--- src/rtl/clkcfg_pkg.sv ---
package clkcfg_pkg;
  typedef enum logic [1:0] {RX_IDLE, RX_BITS, RX_ACK, RX_SKIP} rx_state_e;
  localparam logic [7:0] DEV_ADDR_DEF = 8'hD2;
endpackage

--- src/rtl/bus_line_filter.sv ---
module bus_line_filter #(
  parameter int FILT_LEN = 3
) (
  input  logic clk,
  input  logic rst_n,
  input  logic line_i,
  output logic line_o
);
  logic [1:0]          sync_q;
  logic [FILT_LEN-1:0] hist_q;
  logic                out_q, out_d;

  always_comb begin
    out_d = out_q;
    if (&hist_q)       out_d = 1'b1;
    else if (~|hist_q) out_d = 1'b0;
  end

  always_ff @(posedge clk or negedge rst_n) begin
    if (!rst_n) begin
      sync_q <= '1;
      hist_q <= '1;
      out_q  <= 1'b1;
    end else begin
      sync_q <= {sync_q[0], line_i};
      hist_q <= {hist_q[FILT_LEN-2:0], sync_q[1]};
      out_q  <= out_d;
    end
  end

  assign line_o = out_q;
endmodule

--- src/rtl/cfg_serial_rx.sv ---
module cfg_serial_rx
  import clkcfg_pkg::*;
#(
  parameter int          FRAME_BYTES = 10,
  parameter int          FIRST_DATA  = 3,
  parameter int          N_EN        = 3,
  parameter logic [7:0]  DEV_ADDR    = DEV_ADDR_DEF,
  localparam int         BYTE_W      = $clog2(FRAME_BYTES),
  localparam int         IDX_W       = (N_EN > 1) ? $clog2(N_EN) : 1
) (
  input  logic             clk,
  input  logic             rst_n,
  input  logic             scl_f,
  input  logic             sda_f,
  output logic             wr_en_o,
  output logic [IDX_W-1:0] wr_idx_o,
  output logic [7:0]       wr_data_o,
  output logic             pull_o,
  output logic             skip_o,
  output logic             stop_o
);
  rx_state_e         state_q, state_d;
  logic [3:0]        bit_q, bit_d;
  logic [BYTE_W-1:0] byte_q, byte_d;
  logic [7:0]        shift_q, shift_d;
  logic              pull_q, pull_d;
  logic              scl_q, sda_q;
  logic              scl_rise, scl_fall, start_det, stop_det, in_win;

  assign scl_rise  = scl_f & ~scl_q;
  assign scl_fall  = ~scl_f & scl_q;
  assign start_det = scl_f & scl_q & sda_q & ~sda_f;
  assign stop_det  = scl_f & scl_q & ~sda_q & sda_f;
  assign in_win    = (int'(byte_q) >= FIRST_DATA) && (int'(byte_q) < FIRST_DATA + N_EN);

  always_comb begin
    state_d = state_q;
    bit_d   = bit_q;
    byte_d  = byte_q;
    shift_d = shift_q;
    pull_d  = pull_q;
    wr_en_o = 1'b0;
    if (start_det) begin
      state_d = RX_BITS;
      bit_d   = '0;
      byte_d  = '0;
      pull_d  = 1'b0;
    end else if (stop_det) begin
      state_d = RX_IDLE;
      pull_d  = 1'b0;
    end else begin
      case (state_q)
        RX_BITS: begin
          if (scl_rise && bit_q < 4'd8) begin
            shift_d = {shift_q[6:0], sda_f};
            bit_d   = bit_q + 4'd1;
          end else if (scl_fall && bit_q == 4'd8) begin
            if (byte_q == '0 && shift_q != DEV_ADDR) begin
              state_d = RX_SKIP;
            end else begin
              state_d = RX_ACK;
              pull_d  = 1'b1;
              bit_d   = '0;
              wr_en_o = in_win;
            end
          end
        end
        RX_ACK: begin
          if (scl_fall) begin
            pull_d = 1'b0;
            if (byte_q == BYTE_W'(FRAME_BYTES - 1)) begin
              state_d = RX_SKIP;
            end else begin
              byte_d  = byte_q + 1'b1;
              state_d = RX_BITS;
            end
          end
        end
        default: ;
      endcase
    end
  end

  always_ff @(posedge clk or negedge rst_n) begin
    if (!rst_n) begin
      state_q <= RX_IDLE;
      bit_q   <= '0;
      byte_q  <= '0;
      shift_q <= '0;
      pull_q  <= 1'b0;
      scl_q   <= 1'b1;
      sda_q   <= 1'b1;
    end else begin
      state_q <= state_d;
      bit_q   <= bit_d;
      byte_q  <= byte_d;
      shift_q <= shift_d;
      pull_q  <= pull_d;
      scl_q   <= scl_f;
      sda_q   <= sda_f;
    end
  end

  assign wr_idx_o  = IDX_W'(int'(byte_q) - FIRST_DATA);
  assign wr_data_o = shift_q;
  assign pull_o    = pull_q;
  assign skip_o    = (state_q == RX_SKIP);
  assign stop_o    = stop_det;
endmodule

--- src/rtl/cfg_enable_regs.sv ---
module cfg_enable_regs #(
  parameter int  NUM_OUT = 18,
  localparam int N_EN    = (NUM_OUT + 7) / 8,
  localparam int IDX_W   = (N_EN > 1) ? $clog2(N_EN) : 1
) (
  input  logic               clk,
  input  logic               rst_n,
  input  logic               wr_en_i,
  input  logic [IDX_W-1:0]   wr_idx_i,
  input  logic [7:0]         wr_data_i,
  output logic [NUM_OUT-1:0] en_o
);
  logic [NUM_OUT-1:0] en_q, en_d;

  for (genvar i = 0; i < NUM_OUT; i++) begin : g_bit
    localparam int BYTE = i / 8;
    localparam int REM  = NUM_OUT - BYTE * 8;
    localparam int BITP = (REM >= 8) ? (i % 8) : (8 - REM + (i % 8));
    always_comb begin
      en_d[i] = en_q[i];
      if (wr_en_i && wr_idx_i == IDX_W'(BYTE)) en_d[i] = wr_data_i[BITP];
    end
  end

  always_ff @(posedge clk or negedge rst_n) begin
    if (!rst_n) en_q <= '1;
    else        en_q <= en_d;
  end

  assign en_o = en_q;
endmodule

--- src/rtl/clk_fanout_cfg.sv ---
module clk_fanout_cfg
  import clkcfg_pkg::*;
#(
  parameter int         NUM_OUT     = 18,
  parameter int         FILT_LEN    = 3,
  parameter int         FRAME_BYTES = 10,
  parameter int         FIRST_DATA  = 3,
  parameter logic [7:0] DEV_ADDR    = DEV_ADDR_DEF
) (
  input  logic               clk,
  input  logic               rst_n,
  input  logic               ref_clk_i,
  input  logic               glob_oe_i,
  input  logic               scl_i,
  input  logic               sda_i,
  output logic               sda_pull_o,
  output logic [NUM_OUT-1:0] clk_o,
  output logic [NUM_OUT-1:0] clk_oe_o
);
  localparam int N_EN  = (NUM_OUT + 7) / 8;
  localparam int IDX_W = (N_EN > 1) ? $clog2(N_EN) : 1;

  logic [1:0]         raw, filt;
  logic               scl_f, sda_f;
  logic               wr_en, skip_st, stop_det;
  logic [IDX_W-1:0]   wr_idx;
  logic [7:0]         wr_data;
  logic [NUM_OUT-1:0] en_q;

  assign raw = {sda_i, scl_i};
  for (genvar g = 0; g < 2; g++) begin : g_filt
    bus_line_filter #(.FILT_LEN(FILT_LEN)) u_filt (
      .clk(clk), .rst_n(rst_n), .line_i(raw[g]), .line_o(filt[g]));
  end
  assign scl_f = filt[0];
  assign sda_f = filt[1];

  cfg_serial_rx #(
    .FRAME_BYTES(FRAME_BYTES), .FIRST_DATA(FIRST_DATA),
    .N_EN(N_EN), .DEV_ADDR(DEV_ADDR)
  ) u_rx (
    .clk(clk), .rst_n(rst_n), .scl_f(scl_f), .sda_f(sda_f),
    .wr_en_o(wr_en), .wr_idx_o(wr_idx), .wr_data_o(wr_data),
    .pull_o(sda_pull_o), .skip_o(skip_st), .stop_o(stop_det));

  cfg_enable_regs #(.NUM_OUT(NUM_OUT)) u_regs (
    .clk(clk), .rst_n(rst_n), .wr_en_i(wr_en), .wr_idx_i(wr_idx),
    .wr_data_i(wr_data), .en_o(en_q));

  assign clk_o    = {NUM_OUT{ref_clk_i}} & en_q;
  assign clk_oe_o = {NUM_OUT{glob_oe_i}};
endmodule

--- config.mk ---
export PLATFORM = sky130hd
export DESIGN_NAME = clk_fanout_cfg
export DESIGN_NICKNAME = d
export VERILOG_FILES = /design/src/rtl/clkcfg_pkg.sv /design/src/rtl/bus_line_filter.sv /design/src/rtl/cfg_serial_rx.sv /design/src/rtl/cfg_enable_regs.sv /design/src/rtl/clk_fanout_cfg.sv
export SDC_FILE = /design/constraint.sdc
export NUM_CORES = 1
export LEC_CHECK = 0
export BUFFER_PORTS_ARGS = -buffer_cell sky130_fd_sc_hd__buf_4
export CORE_MARGIN = 5
export CORE_UTILIZATION = 62
export CTS_BUF_LIST = sky130_fd_sc_hd__clkbuf_2 sky130_fd_sc_hd__clkbuf_4 sky130_fd_sc_hd__clkbuf_8
export CTS_CLUSTER_DIAMETER = 80
export DETAILED_ROUTE_END_ITERATION = 8
export GPL_TIMING_DRIVEN = 1
export PLACE_DENSITY_LB_ADDON = 0.3
export SYNTH_ARGS = -nofsm -noshare
export SYNTH_HDL_FRONTEND = slang
export SYNTH_SLANG_ARGS = --single-unit
export TNS_END_PERCENT = 5
--- constraint.sdc ---
create_clock -name clk -period 4.8 [get_ports clk]
set_clock_uncertainty 0.1 [all_clocks]
set_input_delay 0.96 -clock clk [delete_from_list [all_inputs] [get_ports clk]]
set_output_delay 0.96 -clock clk [all_outputs]
set_load 0.01 [all_outputs]
---- Yosys cells after proc, flatten, opt, wreduce, memory -nomap -nowiden ----
Cells that the tools add are included.
storage, ports and cells
  word-level logic and storage cells ...... 111
  bits in registers ....................... 51
  output and inout port bits .............. 37
  input port bits ......................... 6
cells by class
  eq/ne operators ......................... 16
  order comparisons ....................... 3
  reductions and logical operators ........ 23
  muxes and demuxes ....................... 36
  bitwise operators ....................... 14
  add/subtract/negate cells ............... 3
operators by type and width
  cell                                                  number
  two-way mux 4 bit                                     11
  AND 18 bit                                            1
  two-way mux 1 bit                                     17
  AND reduction 4 bit                                   4
  two-way mux 2 bit                                     6
  adder 4 x 1 -> 4 bit (second input constant)          2
  equality test 4 bit (second input constant)           2
  != test 2 x 1 -> 1 bit (second input constant)        4
  != test 4 x 2 -> 1 bit (second input constant)        2
  != test 4 x 3 -> 1 bit (second input constant)        2
  != test 8 bit (second input constant)                 1
  AND 1 bit                                             7
  logical AND 1 bit                                     7
  inverter 1 bit                                        6
  AND reduction 3 bit                                   2
  nonzero test 2 bit                                    3
  OR reduction 3 bit                                    2
  AND reduction 5 bit                                   1
  equality test 2 x 1 -> 1 bit (second input constant)  2
  equality test 2 bit (second input constant)           2
  >= comparator 4 x 2 -> 1 bit (second input constant)  1
  logical NOT 4 bit                                     1
  < comparator 4 x 3 -> 1 bit (second input constant)   1
  < comparator 4 bit (second input constant)            1
  7 further kinds                                       7

---- Logic depth before layout (Yosys ltp) ----
Gate-level depths: netlist of the first run.
  depth after elaboration ................. 9
  gate-level depth with buffers ........... 7
  mapped depth without buffers ............ 6

---- Modules after synthesis ----
A second synthesis of the first run with hierarchy kept.
unflattened totals
  cell total of the unflattened synthesis .. 208
  area, all modules ....................... 2,546.2 sq um
by module, submodules not included
  module           area an instance (sq um)  cells an instance  times used  sequential area each (sq um)
  cfg_serial_rx    1,203.7                   112                1           528.0
  cfg_enable_regs  713.2                     39                 1           473.0
  bus_line_filter  176.4                     10                 2           157.7
  clk_fanout_cfg   276.5                     37                 1           0.0

---- Worst setup path before layout of the first run ----
Ideal clock, no wire load.
  path type ............................... input-to-output
  start ................................... input ref_clk_i
  end ..................................... output clk_o[0]
  setup slack ............................. 2,418 ps
  arrival ................................. 1,322 ps
  cell stages on the path ................. 2
  path buffers ............................ 1
  cell sequence ........................... clkbuf_1 and2_1
between the ends
  longest elaborated chain between the ends .. 1
ends and longest elaborated chain
  element      RTL line              text
  from (decl)  clk_fanout_cfg.sv:12  input logic ref_clk_i,
  AND 18 bit   clk_fanout_cfg.sv:50  assign clk_o = {NUM_OUT{ref_clk_i}} & en_q;
  to (decl)    clk_fanout_cfg.sv:17  output logic [NUM_OUT-1:0] clk_o,
Every way passes these cells.

---- Worst setup path in the final report of the first run ----
  start ................................... register u_rx.shift_q[3] (netlist: u_rx.wr_data_o[3])
  end ..................................... register u_regs.en_q[12] (netlist: u_regs.en_o[12])
between the ends
  longest elaborated chain between the ends .. 9
ends and longest elaborated chain
  element                 RTL line               text
  from (decl)             cfg_serial_rx.sv:25    logic [7:0] shift_q, shift_d;
  from (signal assigned)  cfg_serial_rx.sv:97    shift_q <= shift_d;
  != test 8 bit           cfg_serial_rx.sv:58    if (byte_q == '0 && shift_q != DEV_ADDR) begin
  logical AND 1 bit       cfg_serial_rx.sv:58
  two-way mux 1 bit       cfg_serial_rx.sv:58
  two-way mux 1 bit       cfg_serial_rx.sv:57    end else if (scl_fall && bit_q == 4'd8) begin
  two-way mux 1 bit       cfg_serial_rx.sv:54    if (scl_rise && bit_q < 4'd8) begin
  two-way mux 1 bit       cfg_serial_rx.sv:52    case (state_q)
  two-way mux 1 bit       cfg_serial_rx.sv:48    end else if (stop_det) begin
  two-way mux 1 bit       cfg_serial_rx.sv:43    if (start_det) begin
  logical AND 1 bit       cfg_enable_regs.sv:21  if (wr_en_i && wr_idx_i == IDX_W'(BYTE)) en_d[i] = wr_data_i[BITP];
  to (signal assigned)    cfg_enable_regs.sv:27  else en_q <= en_d;
  to (decl)               cfg_enable_regs.sv:13  logic [NUM_OUT-1:0] en_q, en_d;
Every way passes these cells.
A chain may end at the register's enable or synchronous reset.

==> summary.md, run 1 <==
| Metric | Value |
|---|---|
| Status | `finished clean` |
| FP Rows | `23` |
| Synthesized area per cell | `roughly 12 sq um` |
| Maxcap violations | `0` |
| Slowest-stage cell, CP | `nor4_4` |
| Synthesized instance count | `205` |
| Most frequent cells after synthesis | `dfstp_2, mux2_2, dfrtp_1` |
| Die area | `5385 sq um` |
| GP Congestion | `0.8507` |
| Yosys top cell area share | `between 30% and 40%` |
| Initial core utilization | `63.19%` |
| Setup TNS | `0 ps` |
| Clock period minus worst slack | `2706 ps` |
| DP Cell Count | `257` |
| Startpoint Class | `flip-flop` |
| Unique masters post-synth | `43` |
| Syn nets | `220` |
| PD cells | `408.9 nW/um^2` |
| DR DRC count | `0` |
| Core box area | `3943 sq um` |
| Initial detailed-routing violation count | `91` |
| Inserted Diodes | `0` |
| Slew headroom | `51.00%` |
| Synth async-reset ratio | `100.0%` |
| Final std cells w/o fill | `265` |
| Tot GR Track Use | `18.60%` |
| Yosys reg bits | `51` |
| CTS HTree Levels | `2` |
| GRT overflow | `0` |
| Synth Flop Type | `dfstp_2` |
| CP top delay family | `simple AND/OR/NAND/NOR gates` |
| Post-CTS Resized | `0` |
| Crit-path cells | `nor4b_1 -> a21oi_1 -> nor4_4 -> mux2_2` |
| Port bufs | `23` |
| Final Hold Fails | `0` |
| Max Slew Vio Count | `0` |
| Post-CTS Setup Inserts | `0` |
| R2R depth | `4` |
| Hold Path Cell Cnt | `0` |
| Worst Setup End Kind | `flip-flop` |
| Synthesized area | `2491 sq um` |
| CP max FO | `8` |
| Worst slack at placement | `2252 ps` |
| Top cells by area, synth | `dfstp_2, dfrtp_1, mux2_2` |
| Post-DR vias/cell | `5.758` |
| Setup WS post-layout | `about 2100 ps` |
| Chip width | `73.39 microns` |
| Fill cell count | `around 290` |
| Kind of critical path | `reg -> reg` |
| WL per Instance | `17.28 microns` |
| CTS tree | `done` |
| Slew @ Worst Pin | `approximately 740 ps` |
| Area Growth Syn to Fin | `7.484%` |
| # IOs | `43` |
| Hold WC Path Type | `reg -> reg` |
| Final standard cell utilization of the core | `67.91%` |
| Clock latency on the worst-skew pair | `290 ps` |
| CTS Buf Count | `5` |
| CTS Hold Bufs | `0` |
| CTS max path bufs | `2` |
| Post-synth EDFFs | `0` |
| Leak | `1.188 nW` |
| Slowest stage delay, CP | `between 700 and 800 ps` |
| Initial antenna violation count | `0` |
| Nets | `229` |
| Final Cycle Share | `a little under three fifths` |
| Vias in the first global route | `1,606` |
| DP Area | `2589 sq um` |
| Count leader, synth | `dfstp_2` |
| Fin area | `2678 sq um` |
| 1st-pass router iterations | `4` |
| DR vias | `1,526` |
| Root buf cell | `clkbuf_8` |
| Post-synthesis sequential area ratio | `52.84%` |
| Worst Path Required | `4920 ps` |
| Largest area contributor in the synthesized netlist | `dfstp_2` |
| Synth warn | `0` |
| Routed WL | `approximately 4.6 mm` |
| Die height | `between 70 and 80 microns` |
| Global-route wire length before repair | `7.624 mm` |
| CTS Sinks | `51` |
| Layout cell share with drive strength beyond 1 | `46.05%` |
| Post-DRT Antenna Nets | `0` |
| Total Power | `1.095 mW` |
| Reg clk slew, reported paths | `80 ps` |
| CP Buf/Inv Count | `0` |
| Largest net degree at the start of global routing | `52` |
| RSZ-0062 raised after global routing | `false` |
| Max VDD drop | `0.3377 mV` |
| Crit path depth | `4` |
| Final setup fails | `0` |
| Final HPWL DP | `3.196 mm` |
| Hold Slack | `258.5 ps` |
| Critical path arrival | `2830 ps` |
| Max Clk Rate | `0.3696 GHz` |
-- kinds of logic (layout without fill, tap and decap cells) --
group | count (synthesis) | in the layout | share of synthesized area, %
XOR/XNOR | 3 | 3 | 1.055
AND/OR/NAND/NOR | 52 | 52 | 14.32
buffers and inverters | 33 | 43 | 7.735
flip-flops | 51 | 51 | 52.84
multiplexers | 27 | 27 | 12.15
adder cells (fa/ha/maj) | 9 | 9 | 4.520
AO/OA/AOI/OAI | 30 | 30 | 7.384
-- report_power, final --
group          total, mW  leakage [nW]  switching [mW]  internal (mW)
Combinational      0.279         0.562           0.158          0.121
Sequential         0.575         0.576          0.0745          0.500
Clock              0.241        0.0491           0.127          0.114
Total               1.09          1.19           0.360          0.735
-- registers in the layout, indices dropped and copies added, names as in the netlist --
signal	cells
u_rx.sda_q	1
u_rx.wr_data_o	8
u_regs.en_o	18
u_rx.state_q	2
u_rx.bit_q	4
g_filt.u_filt.hist_q	6
u_rx.pull_o	1
g_filt.u_filt.sync_q	4
g_filt.u_filt.line_o	2
u_rx.byte_q	4
u_rx.scl_q	1
-- cell usage in the layout, fill, tap and decap left out, drive strengths merged, types with 4 or more instances in the layout --
master / n
dfstp: 32
ha: 9
dfrtp: 19
buf: 24
nand3: 4
clkbuf: 7
mux2: 26
o21ai: 12
a21oi: 6
and2: 18
nor2: 4
inv: 11
nand2: 4
-- final timing paths --
kind,startpoint,end,slack [ps]
worst max register to register,u_rx.wr_data_o[3],u_regs.en_o[12],2090
max in group asynchronous,rst_n,u_rx.bit_q[0],3620
worst min-delay path,g_filt[0].u_filt.sync_q[1],g_filt[0].u_filt.hist_q[0],260
worst min register to register,g_filt[0].u_filt.sync_q[1],g_filt[0].u_filt.hist_q[0],260
worst max-delay path,u_rx.wr_data_o[3],u_regs.en_o[12],2090
min in group asynchronous,rst_n,u_rx.byte_q[2],570
-- worst reg2reg max path: stages (launching register included) --
cell     delay, ps
dfrtp_1        440
nor4b_1        570
a21oi_1        380
nor4_4         730
mux2_2         420
-- layer usage --
layer	vias to the layer above	routed length (microns)	share of wire, %	global-route usage (%)
met4	0	82	1.8	9.054
met5	-	0	0	0
met1	742	1906	42	23.37
li1	722	-	-	-
met3	12	249	5.4	3.830
met2	50	2341	51	30.59
-- cell type report --
cell class,count,area (sq um),area share (%)
flip-flops and latches,51,1316,49.16
multi-input cells,121,988.4,36.92
repair buffers,24,180.2,6.729
clock buffers,7,83.83,3.131
well taps,50,62.56,2.336
inverters,11,41.29,1.542
clock inverters,1,5.005,0.1869
Note: power is estimated with default switching activity, not from simulation.
==> run 2, diff against run 1 <==
--- a/config.mk
+++ b/config.mk
@@ -5,9 +5,10 @@
 export SDC_FILE = /design/constraint.sdc
 export NUM_CORES = 1
 export LEC_CHECK = 0
+export ABC_AREA = 1
 export BUFFER_PORTS_ARGS = -buffer_cell sky130_fd_sc_hd__buf_4
 export CORE_MARGIN = 5
-export CORE_UTILIZATION = 62
+export CORE_UTILIZATION = 58
 export CTS_BUF_LIST = sky130_fd_sc_hd__clkbuf_2 sky130_fd_sc_hd__clkbuf_4 sky130_fd_sc_hd__clkbuf_8
 export CTS_CLUSTER_DIAMETER = 80
 export DETAILED_ROUTE_END_ITERATION = 8
==> constraint.sdc (replaced) <==
create_clock -name clk -period 2.8 [get_ports clk]
set_clock_uncertainty 0.1 [all_clocks]
set_input_delay 0.56 -clock clk [delete_from_list [all_inputs] [get_ports clk]]
set_output_delay 0.56 -clock clk [all_outputs]
set_load 0.01 [all_outputs]
==> summary.md, run 2 <==
| Metric | Value |
|---|---|
| Vias in the first global route | `1,839 (+15%)` |
| Layout cell share with drive strength beyond 1 | `25.95% (-20 points)` |
| Post-synth EDFFs | `0 (unchanged)` |
| Worst Path Required | `2950 ps (-1970 ps)` |
| CP max FO | `11 (+3)` |
| # IOs | `43 (unchanged)` |
| Die height | `77.37 microns (+5.4%)` |
| Kind of critical path | `reg -> reg` |
| Yosys top cell area share | `31.94% (-1.8 points)` |
| Multiplexer area fraction after synthesis | `0% (-12 points)` |
| Worst Setup End Kind | `flip-flop` |
| Synthesized area | `2633 sq um (+5.7%)` |
| Post-DRT Antenna Nets | `0 (unchanged)` |
| Most frequent cells after synthesis | `nand2_1, inv_1, dfstp_2` |
| 1st-pass router iterations | `6 (+2)` |
| Initial detailed-routing violation count | `199 (+120%)` |
| Clock period minus worst slack | `2020 ps (-686.2 ps)` |
| CTS Buf Count | `5 (unchanged)` |
| Clock power frac | `22.0% (about the same)` |
| Routed WL | `4.758 mm (+3.9%)` |
| Post-synthesis xor/xnor area fraction | `0.6654% (-0.39 points)` |
| Chip width | `77.37 microns (+5.4%)` |
| Post-CTS Resized | `0 (unchanged)` |
| Syn nets | `323 (+47%)` |
| Top cells by area, synth | `dfstp_2, dfrtp_1, nand2_1` |
| Commonest non-fill, non-tap cell in the layout | `nand2_1` |
| Final setup fails | `0 (unchanged)` |
| Post-synthesis sequential area ratio | `50.00% (-2.8 points)` |
| Final HPWL DP | `3.421 mm (+7.0%)` |
| Global-route wire length before repair | `8.445 mm (+11%)` |
| Synth warn | `0 (unchanged)` |
| Sw frac | `37.97% (+5.1 points)` |
| FP Rows | `24 (+4.3%)` |
| Max Slew Vio Count | `0 (unchanged)` |
| Post-CTS Setup Inserts | `0 (unchanged)` |
| Status | `finished clean` |
| Die area | `5986 sq um (+11%)` |
| Sw Pwr | `0.7644 mW (+110%)` |
| Internal power | `1.249 mW (+70%)` |
| Setup TNS | `0 ps (unchanged)` |
| Most frequent cells in the layout | `nand2_1, inv_1, dfstp_2, nand3_1, buf_4` |
| Tot GR Track Use | `17.33% (-1.3 points)` |
| Final standard cell utilization of the core | `64.01% (-3.9 points)` |
| Max Clk Rate | `0.4952 GHz (+34%)` |
| CTS HTree Levels | `2 (unchanged)` |
| Synth async-reset ratio | `100.0% (unchanged)` |
| Area Growth Syn to Fin | `6.606%` |
| WL per Instance | `12.93 microns (-25%)` |
| Core box area | `4384 sq um (+11%)` |
| CTS tree | `done` |
| GRT overflow | `0 (unchanged)` |
| Clock latency on the worst-skew pair | `310 ps (+20 ps)` |
| CTS Hold Bufs | `0 (unchanged)` |
| Fill cell count | `368 (+28%)` |
| Slew headroom | `59.12% (+8.1 points)` |
| Root buf cell | `clkbuf_8` |
| Slew @ Worst Pin | `613.1 ps (-121.9 ps)` |
| Total Power | `2.013 mW (+84%)` |
| Hold WC Path Type | `in -> async` |
| Count leader, synth | `nand2_1` |
| Compound-gate portion of the synthesized area | `4.040% (-3.3 points)` |
| Final Cycle Share | `72.13% (+16 points)` |
| Port bufs | `23 (unchanged)` |
| GP Congestion | `0.8817 (+3.6%)` |
| Yosys reg bits | `51 (unchanged)` |
| CTS Sinks | `51 (unchanged)` |
| Final Hold Fails | `0 (unchanged)` |
| Synthesized instance count | `308 (+50%)` |
| PD cells | `717.3 nW/um^2 (+75%)` |
| Hold Slack | `150.8 ps (-107.7 ps)` |
| RSZ-0062 raised after global routing | `false` |
| Inserted Diodes | `0 (unchanged)` |
| Initial core utilization | `60.05% (-3.1 points)` |
| Reg power frac | `47.5% (-5.0 points)` |
| Synth Area in Adders | `4.278% (-0.24 points)` |
| Startpoint Class | `flip-flop` |
| Comb pwr share | `30.5% (+5.0 points)` |
| Largest family of logic cells by synthesized area | `simple AND/OR/NAND/NOR gates` |
| Initial antenna violation count | `0 (unchanged)` |
| Post-DR vias/cell | `5.193 (-9.8%)` |
| Largest net degree at the start of global routing | `52 (unchanged)` |
| Reg clk slew, reported paths | `100 ps (+20 ps)` |
| Synthesized area per cell | `8.547 sq um (-30%)` |
| Critical path arrival | `2170 ps (-660 ps)` |
| DR vias | `1,911 (+25%)` |
| Unique masters post-synth | `26 (-40%)` |
| Largest area contributor in the synthesized netlist | `dfstp_2` |
| Nets | `330 (+44%)` |
| CTS max path bufs | `2 (unchanged)` |
| Maxcap violations | `0 (unchanged)` |
| Max VDD drop | `0.4260 mV (+26%)` |
| Synth Flop Type | `dfstp_2` |
| DR DRC count | `0 (unchanged)` |
| Leak | `1.566 nW (+32%)` |
| Post-Synth Simple-Gate Area | `27.95% (+14 points)` |
| Largest register FFs | `18 (unchanged)` |
[run 2: changes by cell type after synthesis, sizes merged, moves of 2 or more]
cell,change
nand2,+93
inv,+35
nand3,+29
mux2,-26
and2,-18
nor2,+11
nand4,+5
a211oi,-3
buf,+3
nor4,-3
and4b,-2
nand4b,-2
or2,-2
or3b,-2
[run 2: power by group through the flow]
stage	sequential, mW	combinational (mW)	clock (mW)
3_5_place_dp	0.967	0.611	0
5_1_grt	0.974	0.698	0.487
4_1_cts	0.955	0.617	0.451
3_3_place_gp	0.963	0.584	0
6_report	0.956	0.615	0.443
2_1_floorplan	0.942	0.499	0
[run 2: layer usage]
metal,track usage [%],vias up,routed length (microns)
met5,0,-,0
met2,27.19,48,2278
met3,3.935,9,289
li1,-,955,-
met1,23.09,899,2081
met4,7.560,0,108
[run 2: kinds of logic (layout without fill, tap and decap cells)]
group / Yosys count / in the layout
fa+ha+maj: 9 / 9
simple gates: 156 / 156
compound gates: 20 / 20
buf+inv: 70 / 78
flops: 51 / 51
xor+xnor: 2 / 2
[run 2: worst paths after layout]
path | end | slack (ps) | cells after the start | start
setup / recovery | u_regs.en_o[13] | 780 | 8 | u_rx.byte_q[0]
hold / removal | u_rx.bit_q[1] | 150 | 1 | rst_n
setup reg to reg | u_regs.en_o[13] | 780 | 8 | u_rx.byte_q[0]
hold reg to reg | g_filt[0].u_filt.hist_q[0] | 260 | 0 | g_filt[0].u_filt.sync_q[1]
max in group asynchronous | u_rx.wr_data_o[2] | 2040 | 1 | rst_n
min in group clk | g_filt[1].u_filt.sync_q[0] | 250 | 1 | sda_i
[run 2: area by class of cell]
class | instances | area, sq um | share of cell area (%)
Clock buffer | 5 | 68.82 | 2.452
Sequential cell | 51 | 1316 | 46.90
Tap cell | 52 | 65.06 | 2.318
Multi-Input combinational cell | 187 | 972.2 | 34.64
Clock inverter | 3 | 28.78 | 1.025
Timing Repair Buffer | 24 | 180.2 | 6.420
Inverter | 46 | 175.2 | 6.242
[run 2: worst max-delay path, stage by stage (launching register included)]
cell and delay [ps]:
dfrtp_1 450, ha_1 430, inv_1 140, nand3_2 110, nand2_4 70, nor2_8 120
nand4_1 310, nand2_1 170, nand2_1 60
[run 2: metrics by stage]
step | setup slack, ps | cell area (sq um) | std cells
floorplan | 903.7 | 2633 | 308
global placement | 913.1 | 2709 | 360
detailed placement | 804.8 | 2709 | 360
CTS | 761.7 | 2806 | 368
global route | 582.7 | 2806 | 368
finish | 780.5 | 2806 | 368
